## config.mk

```make
export PLATFORM = sky130hd
export DESIGN_NAME = dlt_timer
export DESIGN_NICKNAME = d
export VERILOG_FILES = /design/src/rtl/dlt_pkg.sv /design/src/rtl/dlt_rst_sync.sv /design/src/rtl/dlt_regs.sv /design/src/rtl/dlt_cmp.sv /design/src/rtl/dlt_irq.sv /design/src/rtl/dlt_timer.sv
export SDC_FILE = /design/constraint.sdc
export NUM_CORES = 1
export LEC_CHECK = 0
export BUFFER_PORTS_ARGS = -buffer_cell sky130_fd_sc_hd__buf_4
export CAP_MARGIN = 20
export CORE_MARGIN = 8
export CORE_UTILIZATION = 26
export CTS_BUF_LIST = sky130_fd_sc_hd__clkbuf_16
export DETAILED_ROUTE_END_ITERATION = 6
export PLACE_DENSITY = 0.47
export SLEW_MARGIN = 20
export SYNTH_ARGS = -nofsm -noshare
export SYNTH_HDL_FRONTEND = slang
export SYNTH_HIERARCHICAL = 1
export SYNTH_SLANG_ARGS = --single-unit
```

## constraint.sdc

```tcl
create_clock -name clk_i -period 6.65 [get_ports clk_i]
set_clock_uncertainty 0.1 [all_clocks]
set_input_delay 0.3325 -clock clk_i [delete_from_list [all_inputs] [get_ports clk_i]]
set_output_delay 0.3325 -clock clk_i [all_outputs]
set_load 0.02 [all_outputs]
```

## src/rtl/dlt_pkg.sv

```systemverilog
package dlt_pkg;
  localparam int VEC_W    = 8;
  localparam int MODE_LSB = 16;
  localparam int MODE_W   = 2;

  typedef enum logic [MODE_W-1:0] {
    TMODE_ONESHOT  = 2'b00,
    TMODE_PERIODIC = 2'b01,
    TMODE_DEADLINE = 2'b10,
    TMODE_RSVD     = 2'b11
  } tmode_e;

  localparam logic SEL_DEADLINE = 1'b0;
  localparam logic SEL_CTRL     = 1'b1;
endpackage

```

## src/rtl/dlt_rst_sync.sv

```systemverilog
module dlt_rst_sync #(
  parameter int STAGES = 2
) (
  input  logic clk_i,
  input  logic rst_ni,
  output logic rst_sync_no
);
  logic [STAGES-1:0] sync_q;
  logic [STAGES-1:0] sync_d;

  always_comb sync_d = {sync_q[STAGES-2:0], 1'b1};

  always_ff @(posedge clk_i or negedge rst_ni) begin
    if (!rst_ni) sync_q <= '0;
    else         sync_q <= sync_d;
  end

  assign rst_sync_no = sync_q[STAGES-1];
endmodule

```

## src/rtl/dlt_regs.sv

```systemverilog
module dlt_regs
  import dlt_pkg::*;
#(
  parameter int TS_W         = 64,
  parameter bit HAS_DEADLINE = 1'b1
) (
  input  logic             clk_i,
  input  logic             rst_ni,
  input  logic             we_i,
  input  logic             sel_i,
  input  logic [TS_W-1:0]  wdata_i,
  input  logic             fire_i,
  output logic [TS_W-1:0]  deadline_o,
  output tmode_e           mode_o,
  output logic [VEC_W-1:0] vec_o
);
  localparam int MODE_MSB = MODE_LSB + MODE_W - 1;

  logic       wr_ctrl, wr_dl;
  tmode_e     wmode;
  tmode_e     mode_q, mode_d;
  logic [VEC_W-1:0] vec_q, vec_d;
  logic       unused_wbits;

  assign wr_ctrl = we_i && (sel_i == SEL_CTRL);
  assign wr_dl   = we_i && (sel_i == SEL_DEADLINE);
  assign wmode   = tmode_e'(wdata_i[MODE_MSB:MODE_LSB]);
  assign unused_wbits = ^{wdata_i[TS_W-1:MODE_MSB+1], wdata_i[MODE_LSB-1:VEC_W]};

  // control word: next state
  always_comb begin
    mode_d = mode_q;
    vec_d  = vec_q;
    if (wr_ctrl) begin
      mode_d = wmode;
      vec_d  = wdata_i[VEC_W-1:0];
    end
  end

  always_ff @(posedge clk_i or negedge rst_ni) begin
    if (!rst_ni) begin
      mode_q <= TMODE_ONESHOT;
      vec_q  <= '0;
    end else if (wr_ctrl) begin
      mode_q <= mode_d;
      vec_q  <= vec_d;
    end
  end

  assign mode_o = mode_q;
  assign vec_o  = vec_q;

  generate
    if (HAS_DEADLINE) begin : g_deadline
      logic [TS_W-1:0] dl_q, dl_d;
      logic            dl_en;

      always_comb begin
        dl_d = dl_q;
        if (fire_i)
          dl_d = '0;
        if (wr_ctrl && (wmode != TMODE_DEADLINE))
          dl_d = '0;
        if (wr_dl && (mode_q == TMODE_DEADLINE))
          dl_d = wdata_i;
      end

      assign dl_en = fire_i || wr_ctrl || wr_dl;

      always_ff @(posedge clk_i or negedge rst_ni) begin
        if (!rst_ni)    dl_q <= '0;
        else if (dl_en) dl_q <= dl_d;
      end

      assign deadline_o = dl_q;


      fire_clears_dl_chk: assert property (@(posedge clk_i) disable iff (!rst_ni)
        (fire_i && !wr_dl) |=> (deadline_o == '0));


      mode_leave_clears_chk: assert property (@(posedge clk_i) disable iff (!rst_ni)
        (wr_ctrl && (wmode != TMODE_DEADLINE) && !wr_dl) |=> (deadline_o == '0));
    end else begin : g_no_deadline
      assign deadline_o = '0;
    end
  endgenerate
endmodule

```

## src/rtl/dlt_cmp.sv

```systemverilog
module dlt_cmp
  import dlt_pkg::*;
#(
  parameter int TS_W         = 64,
  parameter bit HAS_DEADLINE = 1'b1
) (
  input  logic [TS_W-1:0] tstamp_i,
  input  logic [TS_W-1:0] deadline_i,
  input  tmode_e          mode_i,
  output logic            fire_o
);
  logic armed;
  logic reached;

  always_comb begin
    armed   = HAS_DEADLINE && (mode_i == TMODE_DEADLINE) && (deadline_i != '0);
    reached = (tstamp_i >= deadline_i);
    fire_o  = armed && reached;
  end
endmodule

```

## src/rtl/dlt_irq.sv

```systemverilog
module dlt_irq
  import dlt_pkg::*;
(
  input  logic             clk_i,
  input  logic             rst_ni,
  input  logic             fire_i,
  input  logic             eoi_i,
  input  logic [VEC_W-1:0] vec_i,
  output logic             irq_o,
  output logic [VEC_W-1:0] vec_o
);
  logic             pend_q, pend_d;
  logic [VEC_W-1:0] vec_q, vec_d;

  always_comb begin
    pend_d = fire_i | (pend_q & ~eoi_i);
    vec_d  = fire_i ? vec_i : vec_q;
  end

  always_ff @(posedge clk_i or negedge rst_ni) begin
    if (!rst_ni) pend_q <= 1'b0;
    else         pend_q <= pend_d;
  end

  always_ff @(posedge clk_i or negedge rst_ni) begin
    if (!rst_ni)     vec_q <= '0;
    else if (fire_i) vec_q <= vec_d;
  end

  assign irq_o = pend_q;
  assign vec_o = vec_q;


  pend_hold_chk: assert property (@(posedge clk_i) disable iff (!rst_ni)
    (irq_o && !eoi_i) |=> irq_o);


  eoi_clears_chk: assert property (@(posedge clk_i) disable iff (!rst_ni)
    (eoi_i && !fire_i) |=> !irq_o);


  fire_vec_chk: assert property (@(posedge clk_i) disable iff (!rst_ni)
    fire_i |=> (irq_o && (vec_o == $past(vec_i))));
endmodule

```

## src/rtl/dlt_timer.sv

```systemverilog
module dlt_timer
  import dlt_pkg::*;
#(
  parameter int TS_W         = 64,
  parameter bit HAS_DEADLINE = 1'b1,
  parameter int RST_STAGES   = 2
) (
  input  logic             clk_i,
  input  logic             rst_ni,
  input  logic [TS_W-1:0]  tstamp_i,
  input  logic             reg_we_i,
  input  logic             reg_sel_i,
  input  logic [TS_W-1:0]  reg_wdata_i,
  output logic [TS_W-1:0]  reg_rdata_o,
  input  logic             eoi_i,
  output logic             irq_o,
  output logic [VEC_W-1:0] irq_vec_o,
  output logic             cap_o
);
  logic             rst_sync_n;
  logic [TS_W-1:0]  deadline;
  tmode_e           mode;
  logic [VEC_W-1:0] ctrl_vec;
  logic             fire;
  logic [TS_W-1:0]  ctrl_rd;

  dlt_rst_sync #(.STAGES(RST_STAGES)) u_rst_sync (
    .clk_i       (clk_i),
    .rst_ni      (rst_ni),
    .rst_sync_no (rst_sync_n)
  );

  dlt_regs #(.TS_W(TS_W), .HAS_DEADLINE(HAS_DEADLINE)) u_regs (
    .clk_i      (clk_i),
    .rst_ni     (rst_sync_n),
    .we_i       (reg_we_i),
    .sel_i      (reg_sel_i),
    .wdata_i    (reg_wdata_i),
    .fire_i     (fire),
    .deadline_o (deadline),
    .mode_o     (mode),
    .vec_o      (ctrl_vec)
  );

  dlt_cmp #(.TS_W(TS_W), .HAS_DEADLINE(HAS_DEADLINE)) u_cmp (
    .tstamp_i   (tstamp_i),
    .deadline_i (deadline),
    .mode_i     (mode),
    .fire_o     (fire)
  );

  dlt_irq u_irq (
    .clk_i  (clk_i),
    .rst_ni (rst_sync_n),
    .fire_i (fire),
    .eoi_i  (eoi_i),
    .vec_i  (ctrl_vec),
    .irq_o  (irq_o),
    .vec_o  (irq_vec_o)
  );

  always_comb begin
    ctrl_rd = '0;
    ctrl_rd[VEC_W-1:0] = ctrl_vec;
    ctrl_rd[MODE_LSB +: MODE_W] = mode;
    reg_rdata_o = (reg_sel_i == SEL_CTRL) ? ctrl_rd : deadline;
  end

  assign cap_o = HAS_DEADLINE;


  rise_needs_mode_chk: assert property (@(posedge clk_i) disable iff (!rst_sync_n)
    $rose(irq_o) |-> ($past(mode) == TMODE_DEADLINE));


  nocap_silent_chk: assert property (@(posedge clk_i) disable iff (!rst_sync_n)
    !HAS_DEADLINE |-> !irq_o);
endmodule

```

==> flow_summary_export.csv <==
group,metric,value,unit
outcome,status,"completed",
critical_path,startpoint_type,"flip-flop",
critical_path,crit_type,"flip-flop to flip-flop",
final_layout,syn2layout_area_growth,35.33,%
floorplanning,die_h,164.4,µm
critical_path,startpoint,"u_regs/deadline_o[47]$_DFFE_PN0P_",
final_layout,final_common_cell,"buf_4",
global_route,grt_max_degree,68,
clock_network,clock_path_buffers,2,
clock_network,clock_sinks,85,
placement,io_buffers,205,
yosys,synth.avg_cell_area,8.805,µm²
global_route,grt_pass1_wl,31220,µm
power,power_leakage,3.619,nW
final_layout,nFillCells,2272,
critical_path,endpoint_kind,"flip-flop",
final_layout,antennaDiodeCount,0,
routing,viasPerCell,4.491,
routing,drt-pass1-iter-count,5,
clock_network,post_cts_buffers,0,
yosys,yosys_warnings,6,
yosys,synth_top_area_share,37.17,%
clock_network,clockRootBuffer,"clkbuf_16",
routing,routed_wl,20710,µm
routing,drc_errors,0,
timing,rsz0062_at_grt,"false",
timing,max_freq,269.1,MHz
yosys,ys_ff_latch,85,
global_route,grt_overflow,0,
floorplanning,row_count,54,
yosys,synthTopCellsByArea,"dfrtp_1 (37%), ha_1 (14%), nand2_1 (9.6%)",
clock_network,cts_tree,"built",
power,ir_worst_vdd,0.1116,mV
floorplanning,top_level_ports,207,
placement,placed_area,0.007420,mm²
final_layout,drive_above_1_share,30.61,%
yosys,synth_cell_types,44,
yosys,yosysSeqAreaShare,37.17,%
critical_path,crit_required,6760,ps
critical_path,critPathArrivalTime,3820,ps
global_route,grtUsageTotal,15.17,%
critical_path,cp_max_fo,38,
clock_network,clkSlewWorstSetupHoldPaths,60,ps
final_layout,fin_util,35.71,%
clock_network,h-tree-depth,3,
timing,setup_viol,0,
final_layout,layout.nets,1038,
routing,ant_nets,0,
routing,drt_iter0_drc,238,
timing,slew_headroom,32.95,%
critical_path,r2r_start,"u_regs/deadline_o[47]$_DFFE_PN0P_",
timing,fin_crit_sh,55.87,%
floorplanning,die_w,164.4,µm
floorplanning,dieArea,0.02701,mm²
timing,maxSlewViolCount,0,
clock_network,cts_buffers,9,
yosys,synth_top_cell_by_area,"dfrtp_1",
timing,hold_violations,0,
placement,post-place-ws,2941,ps
floorplanning,core_area,0.02169,mm²
global_route,grt_pass1_vias,5331,
worst_hold_path,hold_class,"input port to flip-flop",
clock_network,cts_resized,0,
final_layout,finish.instance_area,0.007745,mm²
clock_network,clock_latency,340,ps
placement,dp_hpwl,15910,µm
timing,layout_setup_ws,2934,ps
flow_run,drv_cap,0,
yosys,synth_area,0.005723,mm²
power,power_density,237.3,mW/mm²
timing,finalSetupTns,0,ps
yosys,synth.net_count,847,
worst_hold_path,hp-start,"reg_wdata_i[41]",
timing,tightest_slew,1003,ps
global_route,antenna_found_initial,0,
floorplanning,initial_core_util,26.39,%
timing,fin_crit,3716,ps
routing,post_drt_wl_per_cell,18.39,µm
placement,gp_congestion,0.7792,
final_layout,final_cell_mix,"buf_4 (208), nand2_1 (146), dfrtp_1 (84)",
yosys,syn_inst,650,
routing,vias,5057,
[synth_stat cells, drive strengths merged]
cell type and count:
a211oi 4, a21o 6, a21oi 24, a221oi 2, a31oi 1, a41oi 1, and2b 5, and3 1
and4 1, and4bb 1, buf 25, clkbuf 5, conb 2, dfrtp 85, ha 64, inv 67
mux2 28, nand2 146, nand2b 2, nand3 2, nand4 15, nand4bb 1, nor2 7, nor2b 51
nor3 1, nor3b 1, nor4 17, o211a 1, o211ai 1, o21ai 77, o21ba 1, o21bai 1
o31ai 1, o32ai 1, or4 2
[flip-flops by register name, indices dropped and copies added, names as in the netlist]
name,count
u_regs/vec_o,8
u_irq/irq_o,1
u_rst_sync/sync_q,2
u_regs/mode_o,2
u_irq/vec_o,8
u_regs/deadline_o,64
[cell families after synthesis]
logic type | count (synthesis) | share of synthesized area (%)
AOI/OAI and AO/OA | 121 | 11.83
adders and majority gates | 64 | 13.99
buffers and inverters | 97 | 8.920
DFF | 85 | 37.17
muxes | 28 | 6.428
other | 2 | 0.1312
and+or+nand+nor | 253 | 21.53
[layout make-up]
| class | instances | area (µm²) | share of cell area [%] |
|---|---|---|---|
| clock buffers | 9 | 225.2 | 2.908 |
| clock inverters | 7 | 90.09 | 1.163 |
| inverters | 67 | 251.5 | 3.247 |
| multi-input cells | 468 | 3105 | 40.10 |
| flip-flops and latches | 85 | 2131 | 27.51 |
| well taps | 280 | 350.3 | 4.523 |
| repair buffers | 210 | 1592 | 20.55 |
[path summary, 6_finish.rpt]
check / to / slack [ps] / cells past startpoint
worst max register to register: u_regs/deadline_o[33]$_DFFE_PN0P_ / 2930 / 12
worst min register to register: u_regs/vec_o[3]$_DFFE_PN0P_ / 210 / 0
worst max-delay path: u_regs/deadline_o[33]$_DFFE_PN0P_ / 2930 / 12
min in group asynchronous: u_rst_sync/sync_q[1]$_DFF_PN0_ / 210 / 2
max in group asynchronous: u_regs/deadline_o[6]$_DFFE_PN0P_ / 5200 / 1
worst min-delay path: u_regs/deadline_o[41]$_DFFE_PN0P_ / 90 / 3
[metal layers]
| layer | global-route usage [%] | share of wire, % | vias up |
|---|---|---|---|
| met5 | 0 | 0 | - |
| met4 | 3.223 | 0.83 | 0 |
| met3 | 3.684 | 6.5 | 12 |
| met2 | 24.13 | 46 | 132 |
| met1 | 20.46 | 47 | 2346 |
| li1 | - | - | 2567 |
[worst max-delay path, stage by stage, from the launching register on]
cell and delay, ps:
dfrtp_1 410, inv_1 70, ha_1 310, nand4_1 200, or4_1 580, o21ba_1 190
o32ai_1 140, o21ai_1 140, o21ai_1 110, buf_4 250, o21bai_4 460, buf_4 440
o21ai_0 150
[where the power goes]
group / internal (mW) / leakage, nW / total (mW) / switching, mW
sequential: 0.597 / 1.12 / 0.682 / 0.0853
combinational: 0.294 / 2.34 / 0.613 / 0.320
clock: 0.327 / 0.154 / 0.543 / 0.216
[timing repair]
action                                  in CTS  in global routing
endpoints found under the setup margin       0                  0
endpoints found under the hold margin        2                  0
hold buffers                                 1                  0
[through the flow]
stage | power, mW | hold WS (ps) | std cells
after detailed placement | 1.314 | 17.46 | 1109
after floorplan | 1.039 | -63.09 | 650
after global routing | 1.951 | 90.77 | 1126
after CTS | 1.869 | 74.43 | 1126
after global placement | 1.309 | 17.00 | 1108
final | 1.838 | 89.38 | 1126
(Power assumes the default switching activity.)
